[src/rtl/mdm_pkg.sv]
package mdm_pkg;
  localparam int unsigned NLINES = 4;
  localparam int unsigned MCR_W  = 5;
  // status nibble order: [3]=dcd [2]=ri [1]=dsr [0]=cts
  localparam int unsigned S_CTS = 0;
  localparam int unsigned S_DSR = 1;
  localparam int unsigned S_RI  = 2;
  localparam int unsigned S_DCD = 3;
  // control bits
  localparam int unsigned C_DTR  = 0;
  localparam int unsigned C_RTS  = 1;
  localparam int unsigned C_OUT1 = 2;
  localparam int unsigned C_OUT2 = 3;
  localparam int unsigned C_LOOP = 4;
  localparam logic [NLINES-1:0] STAT_RST = 4'b1011;
  localparam logic [MCR_W-1:0]  MCR_RST  = 5'b01000;
endpackage

[src/rtl/mdm_sync.sv]
module mdm_sync #(
  parameter int unsigned W = 4,
  parameter int unsigned STAGES = 2,
  parameter logic [W-1:0] RST_VAL = '0
) (
  input  logic         clk_i,
  input  logic         rst_ni,
  input  logic [W-1:0] d_i,
  output logic [W-1:0] q_o
);
  logic [STAGES-1:0][W-1:0] stg_q;

  always_ff @(posedge clk_i or negedge rst_ni) begin
    if (!rst_ni) begin
      for (int i = 0; i < int'(STAGES); i++) stg_q[i] <= RST_VAL;
    end else begin
      stg_q[0] <= d_i;
      for (int i = 1; i < int'(STAGES); i++) stg_q[i] <= stg_q[i-1];
    end
  end

  assign q_o = stg_q[STAGES-1];
endmodule

[src/rtl/mdm_ctrl_reg.sv]
module mdm_ctrl_reg
  import mdm_pkg::*;
#(
  parameter int unsigned DW = 8
) (
  input  logic             clk_i,
  input  logic             rst_ni,
  input  logic             we_i,
  input  logic [DW-1:0]    wdata_i,
  output logic [MCR_W-1:0] ctl_o
);
  always_ff @(posedge clk_i or negedge rst_ni) begin
    if (!rst_ni)   ctl_o <= MCR_RST;
    else if (we_i) ctl_o <= wdata_i[MCR_W-1:0];
  end
endmodule

[src/rtl/mdm_status.sv]
module mdm_status
  import mdm_pkg::*;
(
  input  logic              clk_i,
  input  logic              rst_ni,
  input  logic [NLINES-1:0] lines_i,
  input  logic              rd_clr_i,
  output logic [NLINES-1:0] stat_o,
  output logic [NLINES-1:0] delta_o
);
  logic [NLINES-1:0] chg, set_v, delta_d;

  assign chg = stat_o ^ lines_i;

  // ring flag only on a 1 -> 0 transition
  always_comb begin
    set_v        = chg;
    set_v[S_RI]  = chg[S_RI] & stat_o[S_RI];
    delta_d      = (rd_clr_i ? '0 : delta_o) | set_v;
  end

  always_ff @(posedge clk_i or negedge rst_ni) begin
    if (!rst_ni) begin
      stat_o  <= STAT_RST;
      delta_o <= '0;
    end else begin
      stat_o  <= lines_i;
      delta_o <= delta_d;
    end
  end
endmodule

[src/rtl/uart_modem_ctl.sv]
module uart_modem_ctl
  import mdm_pkg::*;
#(
  parameter int unsigned SYNC_STAGES = 2,
  parameter int unsigned DW = 8
) (
  input  logic          clk_i,
  input  logic          rst_ni,
  input  logic          cts_i,
  input  logic          dsr_i,
  input  logic          ri_i,
  input  logic          dcd_i,
  input  logic          mcr_we_i,
  input  logic [DW-1:0] mcr_wdata_i,
  input  logic          msr_re_i,
  output logic [DW-1:0] mcr_o,
  output logic [DW-1:0] msr_o,
  output logic          dtr_o,
  output logic          rts_o,
  output logic          out1_o,
  output logic          out2_o,
  output logic          delta_any_o
);
  localparam int unsigned PAD_W = DW - MCR_W;

  logic [NLINES-1:0] raw_v, sync_v, stat_v, delta_v, loop_v;
  logic [MCR_W-1:0]  ctl;
  logic              loop;

  always_comb begin
    raw_v        = '0;
    raw_v[S_CTS] = cts_i;
    raw_v[S_DSR] = dsr_i;
    raw_v[S_RI]  = ri_i;
    raw_v[S_DCD] = dcd_i;
  end

  mdm_sync #(.W(NLINES), .STAGES(SYNC_STAGES), .RST_VAL(STAT_RST)) u_sync (
    .clk_i, .rst_ni, .d_i(raw_v), .q_o(sync_v)
  );

  mdm_ctrl_reg #(.DW(DW)) u_ctl (
    .clk_i, .rst_ni, .we_i(mcr_we_i), .wdata_i(mcr_wdata_i), .ctl_o(ctl)
  );

  assign loop = ctl[C_LOOP];

  mdm_status u_stat (
    .clk_i, .rst_ni, .lines_i(sync_v), .rd_clr_i(msr_re_i & ~loop),
    .stat_o(stat_v), .delta_o(delta_v)
  );

  always_comb begin
    loop_v        = '0;
    loop_v[S_DCD] = ctl[C_OUT2];
    loop_v[S_RI]  = ctl[C_OUT1];
    loop_v[S_DSR] = ctl[C_DTR];
    loop_v[S_CTS] = ctl[C_RTS];
  end

  assign msr_o       = loop ? {loop_v, {NLINES{1'b0}}} : {stat_v, delta_v};
  assign mcr_o       = {{PAD_W{1'b0}}, ctl};
  assign delta_any_o = ~loop & (|delta_v);
  assign dtr_o       = ~loop & ctl[C_DTR];
  assign rts_o       = ~loop & ctl[C_RTS];
  assign out1_o      = ~loop & ctl[C_OUT1];
  assign out2_o      = ~loop & ctl[C_OUT2];
endmodule

[config.mk]
export PLATFORM = sky130hd
export DESIGN_NAME = uart_modem_ctl
export DESIGN_NICKNAME = d
export VERILOG_FILES = /design/src/rtl/mdm_pkg.sv /design/src/rtl/mdm_sync.sv /design/src/rtl/mdm_ctrl_reg.sv /design/src/rtl/mdm_status.sv /design/src/rtl/uart_modem_ctl.sv
export SDC_FILE = /design/constraint.sdc
export NUM_CORES = 1
export LEC_CHECK = 0
export BUFFER_PORTS_ARGS = -buffer_cell sky130_fd_sc_hd__buf_2
export CAP_MARGIN = 20
export CELL_PAD_IN_SITES_DETAIL_PLACEMENT = 0
export CELL_PAD_IN_SITES_GLOBAL_PLACEMENT = 1
export CORE_ASPECT_RATIO = 1.1
export CORE_MARGIN = 2
export CORE_UTILIZATION = 30
export CTS_CLUSTER_DIAMETER = 80
export DETAILED_ROUTE_END_ITERATION = 10
export HOLD_SLACK_MARGIN = 0.1
export PLACE_DENSITY_LB_ADDON = 0.1
export SLEW_MARGIN = 20
export SYNTH_ARGS = -nofsm -noshare
export SYNTH_HDL_FRONTEND = slang
export SYNTH_SLANG_ARGS = --single-unit
[constraint.sdc]
create_clock -name clk_i -period 0.88 [get_ports clk_i]
set_input_delay 0.176 -clock clk_i [delete_from_list [all_inputs] [get_ports clk_i]]
set_output_delay 0.176 -clock clk_i [all_outputs]
set_load 0.02 [all_outputs]
; After elaboration in Yosys (flattened, before gate mapping)
; Cells that the tools add are included.
[word_totals]
reg_bits = 21
in_bits = 16
output_inout_bits = 21
elab_cells = 18
[classes]
mux = 2
bitwise_logic = 10
reduce_logical = 1
[ops]
columns = op, n
row1 = $mux 8, 1
row2 = $and 1x1->1, 7
row3 = $mux 4, 1
row4 = $or 4x4->4, 1
row5 = $reduce_or 4->1, 1
row6 = $xor 4x4->4, 1
row7 = $not 1->1, 1

; Depth between registers and ports, before layout
[logic_depth]
ltp_word = 4
depth_mapped = 4
mapped_depth_nobuf = 2

; By module
; Synthesis repeated with hierarchy kept, for this count alone.
[unflattened]
hier_cells = 62
hier_area_um2 = 835.8
[modules_own_cells]
columns = module, instances, cells_each, area_per_inst_um2, seq_area_each_um2
row1 = mdm_status, 1, 20, 270.3, 203.9
row2 = mdm_sync, 1, 12, 237.7, 207.7
row3 = mdm_ctrl_reg, 1, 10, 182.7, 126.4
row4 = uart_modem_ctl, 1, 20, 145.1, 0.0

; Least setup slack after synthesis
; OpenSTA, ideal clock, no wires.
[synth_path]
path_type = flip-flop to output port
start = register u_ctl.ctl_o[4]
end = output msr_o[6]
t_arrival_ns = 1.211
required_ns = 0.704
slack_ns = -0.507
path_stages_with_launch = 4
n_path_buf = 2
path_cell_list = dfrtp_1 buf_6 buf_6 o21ai_0
[synth_via]
elab_chain_len = 1
[synth_lines]
columns = element, line
row1 = "start, declared", mdm_ctrl_reg.sv:10  ; output logic [MCR_W-1:0] ctl_o
row2 = "start signal, assigned", mdm_ctrl_reg.sv:14  ; else if (we_i) ctl_o <= wdata_i[MCR_W-1:0];
row3 = $mux 8, uart_modem_ctl.sv:61  ; assign msr_o = loop ? {loop_v, {NLINES{1'b0}}} : {stat_v, delta_v};
row4 = "end, declared", uart_modem_ctl.sv:17  ; output logic [DW-1:0] msr_o,
; Every way passes these cells.

; Worst setup path after layout
[layout_path]
start = register u_ctl.ctl_o[4]
end = output msr_o[4]
; Same word-level chain as after synthesis.

==> flow_summary.yaml <==
yosys:
  avgSynthCellArea_um2: 13.68
  syn_area_um2: 807.0
  ys_seq_area_frac: 0.6667
  yosysWarnings: 0
  synth_cell_types: 14
  syn_inst: 59
  ys_ff_latch: 21
routing:
  firstDrtPassIters: 4
  drt_iter0_markers: 3
  routed_wl_mm: 1.569
  post-route-drc-count: 0
  via_per_inst: 4.173
  vias: 580
  ant_nets: 0
  wire_per_inst_um: 11.29
cts:
  clk_pin_slew_ns: 0.12
  clk_path_buf_depth: 2
  root_buffer: "clkbuf_4"
  numCtsBuffers: 3
  cts_tree: "done"
  htree_levels: 1
  cts.sinks: 21
  insertion_delay_ns: 0.30
status:
  violations: "negative setup slack"
  status: "finished, violations left"
place:
  dp_hpwl_mm: 1.103
  preCtsSetupSlack_ns: -0.2351
  port-buffer-count: 30
  routabilityCongestion: 0.7220
  dp.cells: 126
final_layout:
  n_antenna_cell: 0
  regArea_um2: 539.3
  syn_to_final_growth_pct: 60.46
  multi_input_area_um2: 257.7
  nets: 125
  fill_cells: 245
  layoutNonFillerInstCount: 139
  drive_above_1_share: 0.6481
timing:
  fin_crit_sh: 1.628
  period_needed_ns: 1.433
  rsz0062_at_grt: "yes"
  clock_skew_ns: 0.004250
  setup_violations: 25
  layout_setup_ws_ns: -0.5531
  final-hold-violation-count: 0
  max_freq_mhz: 697.8
  drv_slew: 0
die:
  fp.dieH_um: 58.40
  io_pins: 37
  num_rows: 19
  dieArea_um2: 3121
  die_w_um: 53.45
  coreArea_um2: 2520
  start_util: 0.3203
grt:
  grt_pass1_vias: 631
  grt_max_degree: 22
  grt-ovfl-total: 0
  grt_first_pass_wirelength_mm: 2.704
  grtUsageTotal: 0.1207
  antenna_found_initial: 0
hold_path:
  hold_class: "in2reg"
setup_path:
  crit_type: "reg2out"
  reg2reg_from: "u_ctl.ctl_o[4]"
  cp-end-kind: "output port"
  critPathMaxStageDelay_ns: 0.46
  crit_fanout: 5
  reg2reg_depth: 4
  critPathLaunch: "u_ctl.ctl_o[4]"
  rrSetupSlack_ns: -0.19
  worstPathRequired_ns: 0.70
  crit_end: "msr_o[4]"
  rr_endpoint: "u_stat.delta_o[2]"
  path_cells: "mux2_2 -> buf_2"
  crit_arrival_ns: 1.26
  crit_slowest_cell: "dfrtp_2"
  start_kind: "flip-flop"
power_and_ir_drop:
  leakage_uw: 0.0006144
  powerDensity_nw_per_um2: 1718
  max-vdd-ir-drop_mv: 1.052
job:
  drv_cap: 0
-- cell type report --
| class | instances | area share |
|---|---|---|
| clock buffers | 3 | 0.01739 |
| clock inverters | 1 | 0.003865 |
| inverters | 5 | 0.01449 |
| multi-input cells | 30 | 0.1990 |
| flip-flops and latches | 21 | 0.4164 |
| well taps | 31 | 0.02995 |
| repair buffers | 48 | 0.3188 |
-- registers in the layout, indices dropped and copies added (netlist names) --
name	flops
u_ctl.ctl_o	5
u_stat.delta_o	4
u_stat.stat_o	4
u_sync.q_o	4
u_sync.stg_q	4
-- cells in the final DEF, fill, tap and decap left out --
| master | count |
|---|---|
| buf_2 | 15 |
| buf_6 | 14 |
| dfrtp_1 | 10 |
| dfstp_2 | 10 |
| buf_4 | 9 |
| dlygate4sd3_1 | 8 |
| mux2_2 | 6 |
| inv_1 | 5 |
| nor2_2 | 4 |
| nor2b_1 | 3 |
| xnor2_1 | 3 |
| o21ai_1 | 3 |
| conb_1 | 3 |
| clkbuf_4 | 3 |
| mux2_4 | 2 |
| nor2b_2 | 2 |
| nand2_1 | 1 |
| o21ai_2 | 1 |
| a41oi_4 | 1 |
| o22ai_1 | 1 |
| clkinv_2 | 1 |
| dlymetal6s4s_1 | 1 |
| buf_12 | 1 |
| dfrtp_2 | 1 |
-- kinds of logic after synthesis --
| group | Yosys count | share of synthesized area |
|---|---|---|
| simple gates | 10 | 0.06201 |
| flops | 21 | 0.6667 |
| compound gates | 6 | 0.04342 |
| mux | 8 | 0.1116 |
| xor+xnor | 3 | 0.03256 |
| other cells | 1 | 0.004647 |
| buf+inv | 10 | 0.07907 |
-- through the flow --
| step | cell area [um2] | utilization | hold slack (ns) | power [uW] | TNS (ns) |
|---|---|---|---|---|---|
| floorplan | 857.1 | - | -0.1196 | 1450 | -3.501 |
| global route | 1295 | 0.5139 | 0.1067 | 2364 | -10.11 |
| detailed placement | 1077 | 0.4275 | 0.1641 | 1646 | -2.968 |
| global placement | 1077 | 0.4275 | 0.1534 | 1643 | -2.881 |
| finish | 1295 | 0.5139 | 0.1150 | 2224 | -8.713 |
| CTS | 1257 | 0.4990 | 0.1093 | 2219 | -8.912 |
-- worst min path at each step --
stage | startpoint | endpoint | slack (ns) | cells past startpoint
detailed placement | rst_ni | u_stat.delta_o[0] | 0.16 | 1
CTS | mcr_wdata_i[4] | u_ctl.ctl_o[4] | 0.11 | 2
floorplan | rst_ni | u_ctl.ctl_o[0] | -0.12 | 0
global route | mcr_wdata_i[4] | u_ctl.ctl_o[4] | 0.11 | 2
global placement | rst_ni | u_stat.delta_o[0] | 0.15 | 1
finish | mcr_wdata_i[4] | u_ctl.ctl_o[4] | 0.12 | 2
-- Yosys cell counts --
master | instances | area (um2)
dfrtp_1 | 11 | 275.3
nor2b_1 | 5 | 31.28
inv_1 | 5 | 18.77
xnor2_1 | 3 | 26.28
dfstp_2 | 10 | 262.8
a41oi_1 | 1 | 8.760
buf_4 | 3 | 22.52
nand2_1 | 1 | 3.750
nor2_1 | 4 | 15.01
o22ai_1 | 1 | 6.260
mux2_2 | 8 | 90.09
conb_1 | 1 | 3.750
o21ai_0 | 4 | 20.02
buf_6 | 2 | 22.52
-- routing by layer --
| metal | track usage | vias to the layer above | part of all wire |
|---|---|---|---|
| met3 | 0.03046 | 2 | 0.043 |
| met4 | 0.05495 | 0 | 0.012 |
| met1 | 0.1377 | 276 | 0.42 |
| met2 | 0.2081 | 20 | 0.52 |
| met5 | 0 | - | 0 |
| li1 | - | 282 | - |
-- worst max-delay path, delay by kind of cell (launching register included) --
kind	cells	cell delay (ns)
buf+inv	1	0.16
mux	1	0.35
flops	1	0.46
-- where the power goes --
group / switching (uW) / internal, uW
clock: 287 / 169
combinational: 318 / 346
sequential: 45.4 / 1060
-- timing repair --
action                                  CTS  global route
endpoints found under the hold margin    19             0
endpoints found under the setup margin   25            26
resized for setup                        24            12
setup buffers                             0             1
pin swaps                                 0             0
hold buffers                              9             0
(Power assumes the default switching activity.)
